### config.mk
export PLATFORM = sky130hd
export DESIGN_NAME = ind_reg_window
export DESIGN_NICKNAME = d
export VERILOG_FILES = /design/src/rtl/ind_win_pkg.sv /design/src/rtl/ind_win_decode.sv /design/src/rtl/ind_win_regs.sv /design/src/rtl/ind_win_fwd.sv /design/src/rtl/ind_reg_window.sv
export SDC_FILE = /design/constraint.sdc
export NUM_CORES = 1
export LEC_CHECK = 0
export ABC_AREA = 1
export BUFFER_PORTS_ARGS = -buffer_cell sky130_fd_sc_hd__buf_2
export CAP_MARGIN = 20
export CORE_UTILIZATION = 40
export CTS_CLUSTER_DIAMETER = 50
export DETAILED_ROUTE_END_ITERATION = 16
export PLACE_DENSITY = 0.8
export SLEW_MARGIN = 20
export SYNTH_ARGS = -nofsm -noshare
export SYNTH_HDL_FRONTEND = slang
export SYNTH_SLANG_ARGS = --single-unit
### constraint.sdc
create_clock -name clk_i -period 2.43 [get_ports clk_i]
set_input_delay 0.729 -clock clk_i [delete_from_list [all_inputs] [get_ports clk_i]]
set_output_delay 0.729 -clock clk_i [all_outputs]
set_load 0.005 [all_outputs]
### src/rtl/ind_win_pkg.sv
package ind_win_pkg;
  localparam int HOST_OW     = 8;
  localparam int DW          = 32;
  localparam int BEW         = DW / 8;
  localparam int IAW         = 16;
  localparam int PTR_LO      = 2;
  localparam int CTRL_EN_BIT = 7;

  localparam logic [HOST_OW-1:0] OFF_CTRL = 8'h68;
  localparam logic [HOST_OW-1:0] OFF_PTR  = 8'h78;
  localparam logic [HOST_OW-1:0] OFF_DATA = 8'h80;

  typedef enum logic [1:0] {SEL_NONE, SEL_CTRL, SEL_PTR, SEL_DATA} sel_e;
endpackage

### src/rtl/ind_win_decode.sv
module ind_win_decode
  import ind_win_pkg::*;
(
  input  logic [HOST_OW-1:0] off_i,
  output sel_e               sel_o
);
  always_comb begin
    unique case (off_i)
      OFF_CTRL: sel_o = SEL_CTRL;
      OFF_PTR:  sel_o = SEL_PTR;
      OFF_DATA: sel_o = SEL_DATA;
      default:  sel_o = SEL_NONE;
    endcase
  end
endmodule

### src/rtl/ind_win_regs.sv
module ind_win_regs
  import ind_win_pkg::*;
(
  input  logic           clk_i,
  input  logic           rst_ni,
  input  logic           wr_ctrl_i,
  input  logic           wr_ptr_i,
  input  logic [DW-1:0]  wdata_i,
  input  logic [BEW-1:0] be_i,
  output logic           en_o,
  output logic [IAW-1:0] ptr_o
);
  always_ff @(posedge clk_i or negedge rst_ni) begin
    if (!rst_ni) begin
      en_o <= 1'b0;
    end else if (wr_ctrl_i && be_i[CTRL_EN_BIT/8]) begin
      en_o <= wdata_i[CTRL_EN_BIT];
    end
  end

  // pointer bit i maps to host bit i+PTR_LO; each bit follows its own lane enable
  always_ff @(posedge clk_i or negedge rst_ni) begin
    if (!rst_ni) begin
      ptr_o <= '0;
    end else if (wr_ptr_i) begin
      for (int i = 0; i < IAW; i++) begin
        if (be_i[(i+PTR_LO)/8]) ptr_o[i] <= wdata_i[i+PTR_LO];
      end
    end
  end
endmodule

### src/rtl/ind_win_fwd.sv
module ind_win_fwd
  import ind_win_pkg::*;
(
  input  logic           clk_i,
  input  logic           rst_ni,
  input  logic           req_i,
  input  logic           we_i,
  input  sel_e           sel_i,
  input  logic           en_i,
  input  logic [BEW-1:0] be_i,
  input  logic [IAW-1:0] ptr_i,
  input  logic [DW-1:0]  local_rdata_i,
  input  logic [DW-1:0]  int_rdata_i,
  output logic           int_we_o,
  output logic           int_re_o,
  output logic           ack_o,
  output logic [DW-1:0]  rdata_o
);
  logic          data_hit;
  logic          pend_q;
  logic [DW-1:0] rd_q;

  assign data_hit = req_i && (sel_i == SEL_DATA) && en_i;
  assign int_we_o = data_hit && we_i && (|be_i);
  assign int_re_o = data_hit && !we_i;

  always_ff @(posedge clk_i or negedge rst_ni) begin
    if (!rst_ni) begin
      ack_o  <= 1'b0;
      pend_q <= 1'b0;
      rd_q   <= '0;
    end else begin
      ack_o  <= req_i;
      pend_q <= int_re_o;
      if (req_i) rd_q <= we_i ? '0 : local_rdata_i;
    end
  end

  // internal bus returns data the cycle after the strobe
  assign rdata_o = pend_q ? int_rdata_i : rd_q;

  logic unused_ptr;
  assign unused_ptr = ^ptr_i;
endmodule

### src/rtl/ind_reg_window.sv
module ind_reg_window
  import ind_win_pkg::*;
(
  input  logic           clk_i,
  input  logic           rst_ni,
  input  logic           host_req_i,
  input  logic           host_we_i,
  input  logic [7:0]     host_off_i,
  input  logic [31:0]    host_wdata_i,
  input  logic [3:0]     host_be_i,
  output logic           host_ack_o,
  output logic [31:0]    host_rdata_o,
  output logic [15:0]    int_addr_o,
  output logic           int_we_o,
  output logic [3:0]     int_be_o,
  output logic [31:0]    int_wdata_o,
  output logic           int_re_o,
  input  logic [31:0]    int_rdata_i
);
  sel_e           sel;
  logic           en;
  logic [IAW-1:0] ptr;
  logic [DW-1:0]  local_rdata;

  ind_win_decode u_dec (.off_i(host_off_i), .sel_o(sel));

  ind_win_regs u_regs (
    .clk_i, .rst_ni,
    .wr_ctrl_i (host_req_i && host_we_i && sel == SEL_CTRL),
    .wr_ptr_i  (host_req_i && host_we_i && sel == SEL_PTR),
    .wdata_i   (host_wdata_i),
    .be_i      (host_be_i),
    .en_o      (en),
    .ptr_o     (ptr)
  );

  always_comb begin
    local_rdata = '0;
    unique case (sel)
      SEL_CTRL: local_rdata[CTRL_EN_BIT] = en;
      SEL_PTR:  local_rdata[PTR_LO +: IAW] = ptr;
      default:  local_rdata = '0;
    endcase
  end

  ind_win_fwd u_fwd (
    .clk_i, .rst_ni,
    .req_i         (host_req_i),
    .we_i          (host_we_i),
    .sel_i         (sel),
    .en_i          (en),
    .be_i          (host_be_i),
    .ptr_i         (ptr),
    .local_rdata_i (local_rdata),
    .int_rdata_i   (int_rdata_i),
    .int_we_o      (int_we_o),
    .int_re_o      (int_re_o),
    .ack_o         (host_ack_o),
    .rdata_o       (host_rdata_o)
  );

  assign int_addr_o  = ptr;
  assign int_be_o    = host_be_i;
  assign int_wdata_o = host_wdata_i;
endmodule

Word-level counts from Yosys, hierarchy flattened
Index checks and enable logic that the tools add are counted.
{ "word_totals": {"reg_bits": 51} }
{ "op_classes": {"eq_ne": 6, "reduce_logical": 14, "n_mux": 6} }
{ "ops": {"columns": ["cell", "n"], "rows": [
  ["32-bit two-way mux", 1],
  ["18-bit two-way mux", 1],
  ["8-bit by 7-bit == test with 1-bit output (second input constant)", 2],
  ["10-bit two-way mux", 1],
  ["1-bit logical AND", 9],
  ["8-bit == test (second input constant)", 1],
  ["2-bit case mux with 3 select lines", 1],
  ["2-bit AND reduction", 3],
  ["5-bit two-way mux", 1],
  ["2-bit == test (second input constant)", 2],
  ["4-bit OR reduction", 1],
  ["2-bit by 1-bit == test with 1-bit output (second input constant)", 1],
  ["1-bit case mux with 2 select lines", 1],
  ["1-bit zero test", 1]
]} }

Depth between registers and ports, before layout
{ "logic_depth": {"word_depth": 7, "ltp_mapped": 13, "depth_no_buf": 12} }

By module
A second synthesis with hierarchy kept.
{ "unflattened": {"hier_cells": 405, "area_unflattened_um2": 3054.2} }
{ "modules_own_cells": {"columns": ["mod", "cells_each", "area_per_inst_um2", "n_inst"], "rows": [
  ["ind_win_fwd", 225, 1774.2, 1],
  ["ind_win_regs", 76, 694.4, 1],
  ["ind_reg_window", 78, 480.5, 1],
  ["ind_win_decode", 26, 105.1, 1]
]} }

Worst setup path after synthesis
OpenSTA, ideal clock, no wires.
{ "synth_path": {"path_type": "input-to-output", "start": "input host_off_i[1]", "end": "output int_we_o", "slack_ns": 0.157, "cell_stages": 10, "arrival_ns": 1.544, "path_cell_list": "nor2_1 nand2_1 inv_1 nand2_1 nand2_1 ha_1 nand2_1 nor2_1 nand2_1 inv_1"} }
{ "synth_via": {"elab_chain_cells": 7, "elab_cells_between_ends": 9, "classes_between": "eq/ne: 4; mux: 1; reduce/logical: 4"} }
{ "synth_rtl": {"columns": ["element", "line_no", "source"], "rows": [
  ["start: declaration", "ind_reg_window.sv:8", "input logic [7:0] host_off_i,"],
  ["8-bit == test or 8-bit by 7-bit == test with 1-bit output (tied branches)", "ind_win_decode.sv:8", "unique case (off_i)"],
  ["2-bit case mux with 3 select lines *", "ind_win_decode.sv:8", null],
  ["2-bit == test *", "ind_win_fwd.sv:23", "assign data_hit = req_i && (sel_i == SEL_DATA) && en_i;"],
  ["1-bit logical AND * (2 in series)", "ind_win_fwd.sv:23", null],
  ["1-bit logical AND * (2 in series)", "ind_win_fwd.sv:24", "assign int_we_o = data_hit && we_i && (|be_i);"],
  ["end: declaration", "ind_reg_window.sv:14", "output logic int_we_o,"]
]} }
Mark *: on every way between the ends. The rest lies on a longest branch, timed or not.

Worst setup path in the final report
{ "layout_path": {"start": "input host_off_i[7]", "end": "output int_we_o"} }
Same word-level chain as after synthesis.

==> flow_summary_export.csv <==
group,metric,value,unit
critical_path,worst-path-stages,12,
floorplan,num_rows,26,
clocking,cts-root-buf,"clkbuf_8",
pwr,power.total,1.20,mW
critical_path,reg2reg_from,"u_regs.en_o",
critical_path,critPathLaunchType,"input pin",
timing,setup_ws,-0.0952,ns
cells_and_area,nNetsFinal,490,
timing,hold_violations,0,
timing,fmax,396,MHz
timing,totalNegativeSetupSlack,-0.140,ns
timing,period_share,104,%
hold_path,holdPathEnd,"u_regs.ptr_o[1]",
clocking,clkTransAtPathRegs,0.06,ns
clocking,numCtsBuffers,5,
critical_path,crit_buf_inv,4,
timing,drv_slew,0,
timing,finClkSkew,0.00196,ns
logic_synthesis,synthFlopType,"dfrtp_1",
pwr,peakVddDrop,0.300,mV
clocking,cts_tree,"built",
logic_synthesis,synth_top_cells_by_count,"nand2_1 (88), inv_1 (41), buf_4 (36)",
logic_synthesis,yosysWarnings,0,
hold_path,hold_path_class,"register to register",
logic_synthesis,syn-num-nets,389,
critical_path,worst-r2r-cell-count,4,
critical_path,crit_family,"simple AND/OR/NAND/NOR gates",
grt,grt_pass1_vias,1958,
logic_synthesis,syn_area,2180,um^2
route,wl,5570,um
pwr,power_density,415,nW/um^2
grt,grt_max_degree,49,
timing,max-slew-margin-rel,49.7,%
grt,grt_usage,18.6,%
cells_and_area,antennaDiodeCount,0,
pwr,power.share.clock,37.3,%
timing,setup_viol,2,
grt,grt_pass1_wl,8810,um
placement,gp_congestion,0.808,
route,wire_per_inst,11.6,um
run,maxCapViolations,0,
critical_path,slowest_stage,"nor2_1",
critical_path,cp-end-kind,"output port",
timing,rsz0062_at_grt,"true",
clocking,ctsHtreeMaxLevel,2,
logic_synthesis,synth_top_area_cell,"dfrtp_1",
critical_path,r2r_slack,1.62,ns
floorplan,dieHeight,75.9,um
critical_path,timing.rr.end,"u_fwd.rd_q[7]",
logic_synthesis,synthTopCellsByArea,"dfrtp_1 (40%), nand2_1 (15%), buf_4 (12%)",
outcome,status,"complete, but fails checks",
critical_path,path_cells,"buf_6, inv_4, nand2_1, nor2_1, nand2_2, nand2_2, ha_4, nand2_4, nor2_4, nand2_1, inv_1, buf_2",
critical_path,critPathArrivalTime,1.80,ns
placement,io_buffers,134,
pwr,switching_share,23.0,%
floorplan,start_util,42.2,%
grt,grt_overflow,0,
critical_path,worstPathMaxFanout,2,
route,drt_iter0_drc,65,
critical_path,slowest_delay,0.15,ns
logic_synthesis,ys_seq_area_share,40.1,%
logic_synthesis,syn_area_per_cell,7.14,um^2
route,vias_per_cell,4.60,
critical_path,crit_required,1.70,ns
pwr,seqPwrFrac,49.9,%
logic_synthesis,synth-seq-cells,35,
critical_path,critical_path_class,"input pin to output port",
placement,hpwl,4200,um
pwr,p_int,0.926,mW
clocking,cts_hold_buf,0,
logic_synthesis,ys_types,18,
timing,tightest_slew,0.755,ns
placement,dp_cells,467,
timing,min_period,2.53,ns
floorplan,core_area,5170,um^2
route,ant_nets,0,
pwr,p_leak,1.79,nW
pwr,combPwrFrac,12.8,%
cells_and_area,fin_cells,478,
route,drcViolationCount,0,
logic_synthesis,synth_most_common_cell,"nand2_1",
logic_synthesis,synth_top_area_share,40.1,%
floorplan,die-area,5760,um^2
pwr,power.switching,0.277,mW
clocking,clock_path_buffers,2,
hold_path,hold_start,"u_regs.ptr_o[1]",
clocking,insertion_delay,0.28,ns
outcome,violations,"setup timing",
placement,postPlaceCellArea,2650,um^2
route,dr.pass1.iters,4,
hold_path,min_path_cells,2,
clocking,cts.sinks,35,
logic_synthesis,synth_edf_count,0,
route,via_count,2199,
cells_and_area,area_growth,32.6,%
cells_and_area,final_area,2900,um^2
floorplan,die_w,75.9,um
grt,antenna_found_initial,0,
floorplan,io_pins,167,
logic_synthesis,ys_async_sr_fraction,100,%
logic_synthesis,syn_inst,306,
cells_and_area,drive_gt1_share,42.2,%
==> layer usage <==
layer  vias to the layer above  global-route usage [%]  wire [um]
met1                       955                    21.4       2260
met4                         0                    8.27        153
met3                        17                    4.22        446
met5                         -                       0          0
met2                       125                    32.9       2700
li1                       1102                       -          -
==> cell families after synthesis <==
logic type | after synthesis | share of synthesized area (%)
AOI/OAI and AO/OA | 33 | 7.56
adders and majority gates | 3 | 1.72
buffers and inverters | 91 | 22.7
DFF | 35 | 40.1
and+or+nand+nor | 144 | 27.9
==> worst max path at each step <==
stage                        startpoint  endpoint  slack (ns)
after floorplan           host_off_i[1]  int_we_o        0.16
after global placement    host_off_i[1]  int_we_o       -0.17
after detailed placement  host_off_i[1]  int_we_o       -0.21
after CTS                 host_off_i[0]  int_we_o       -0.06
after global routing      host_off_i[7]  int_we_o       -0.21
final                     host_off_i[7]  int_we_o        -0.1
==> sequential cells by signal, indices dropped and copies added, names as in the netlist <==
register,cells
u_fwd.pend_q,1
u_regs.en_o,1
u_fwd.rd_q,16
u_regs.ptr_o,16
u_fwd.ack_o,1
==> per-stage QoR <==
step                      util (%)  hold WS [ns]  setup slack, ns
final                         56.0         0.512          -0.0952
after global routing          56.0         0.545           -0.211
after CTS                     54.6         0.508          -0.0616
after detailed placement      51.2         0.492           -0.211
after global placement        51.2         0.484           -0.168
after floorplan                  -         0.433            0.157
==> timing repair <==
item                                    CTS  global route
cloned                                    0             0
hold endpoints to repair                  0             0
buffers inserted                          1             2
pin swaps                                11            12
resized for setup                        21            16
endpoints found under the setup margin    2             2
==> power by group through the flow <==
stage | Sequential [mW] | Clock (mW) | Combinational (mW)
floorplan | 0.609 | 0 | 0.0798
global placement | 0.610 | 0 | 0.130
detailed placement | 0.610 | 0 | 0.133
CTS | 0.600 | 0.462 | 0.146
global route | 0.601 | 0.489 | 0.169
finish | 0.600 | 0.449 | 0.154
==> worst reg2reg max path: cells and delay by family, from the launching register on <==
family           cells  cell delay, ns
AO/OA/AOI/OAI        1            0.07
flip-flops           1            0.42
AND/OR/NAND/NOR      3            0.20
==> cell usage in the layout (no fill, tap or decap), drive strengths merged <==
cell | synthesis | layout
nor2 | 21 | 21
o21ai | 33 | 33
buf | 42 | 142
dfrtp | 35 | 35
ha | 3 | 3
inv | 43 | 43
clkbuf | 6 | 8
nand2 | 91 | 91
nand3 | 31 | 31
nand4 | 1 | 1
==> layout make-up <==
| type | count | area [um^2] |
|---|---|---|
| tap | 70 | 87.6 |
| fill | 479 | 2280 |
| timing repair buffer | 142 | 781 |
| clock buffer | 8 | 100 |
| sequential | 35 | 876 |
| multi-input combinational | 180 | 888 |
| inverter | 43 | 164 |
Power figures use the tool's default switching activity.
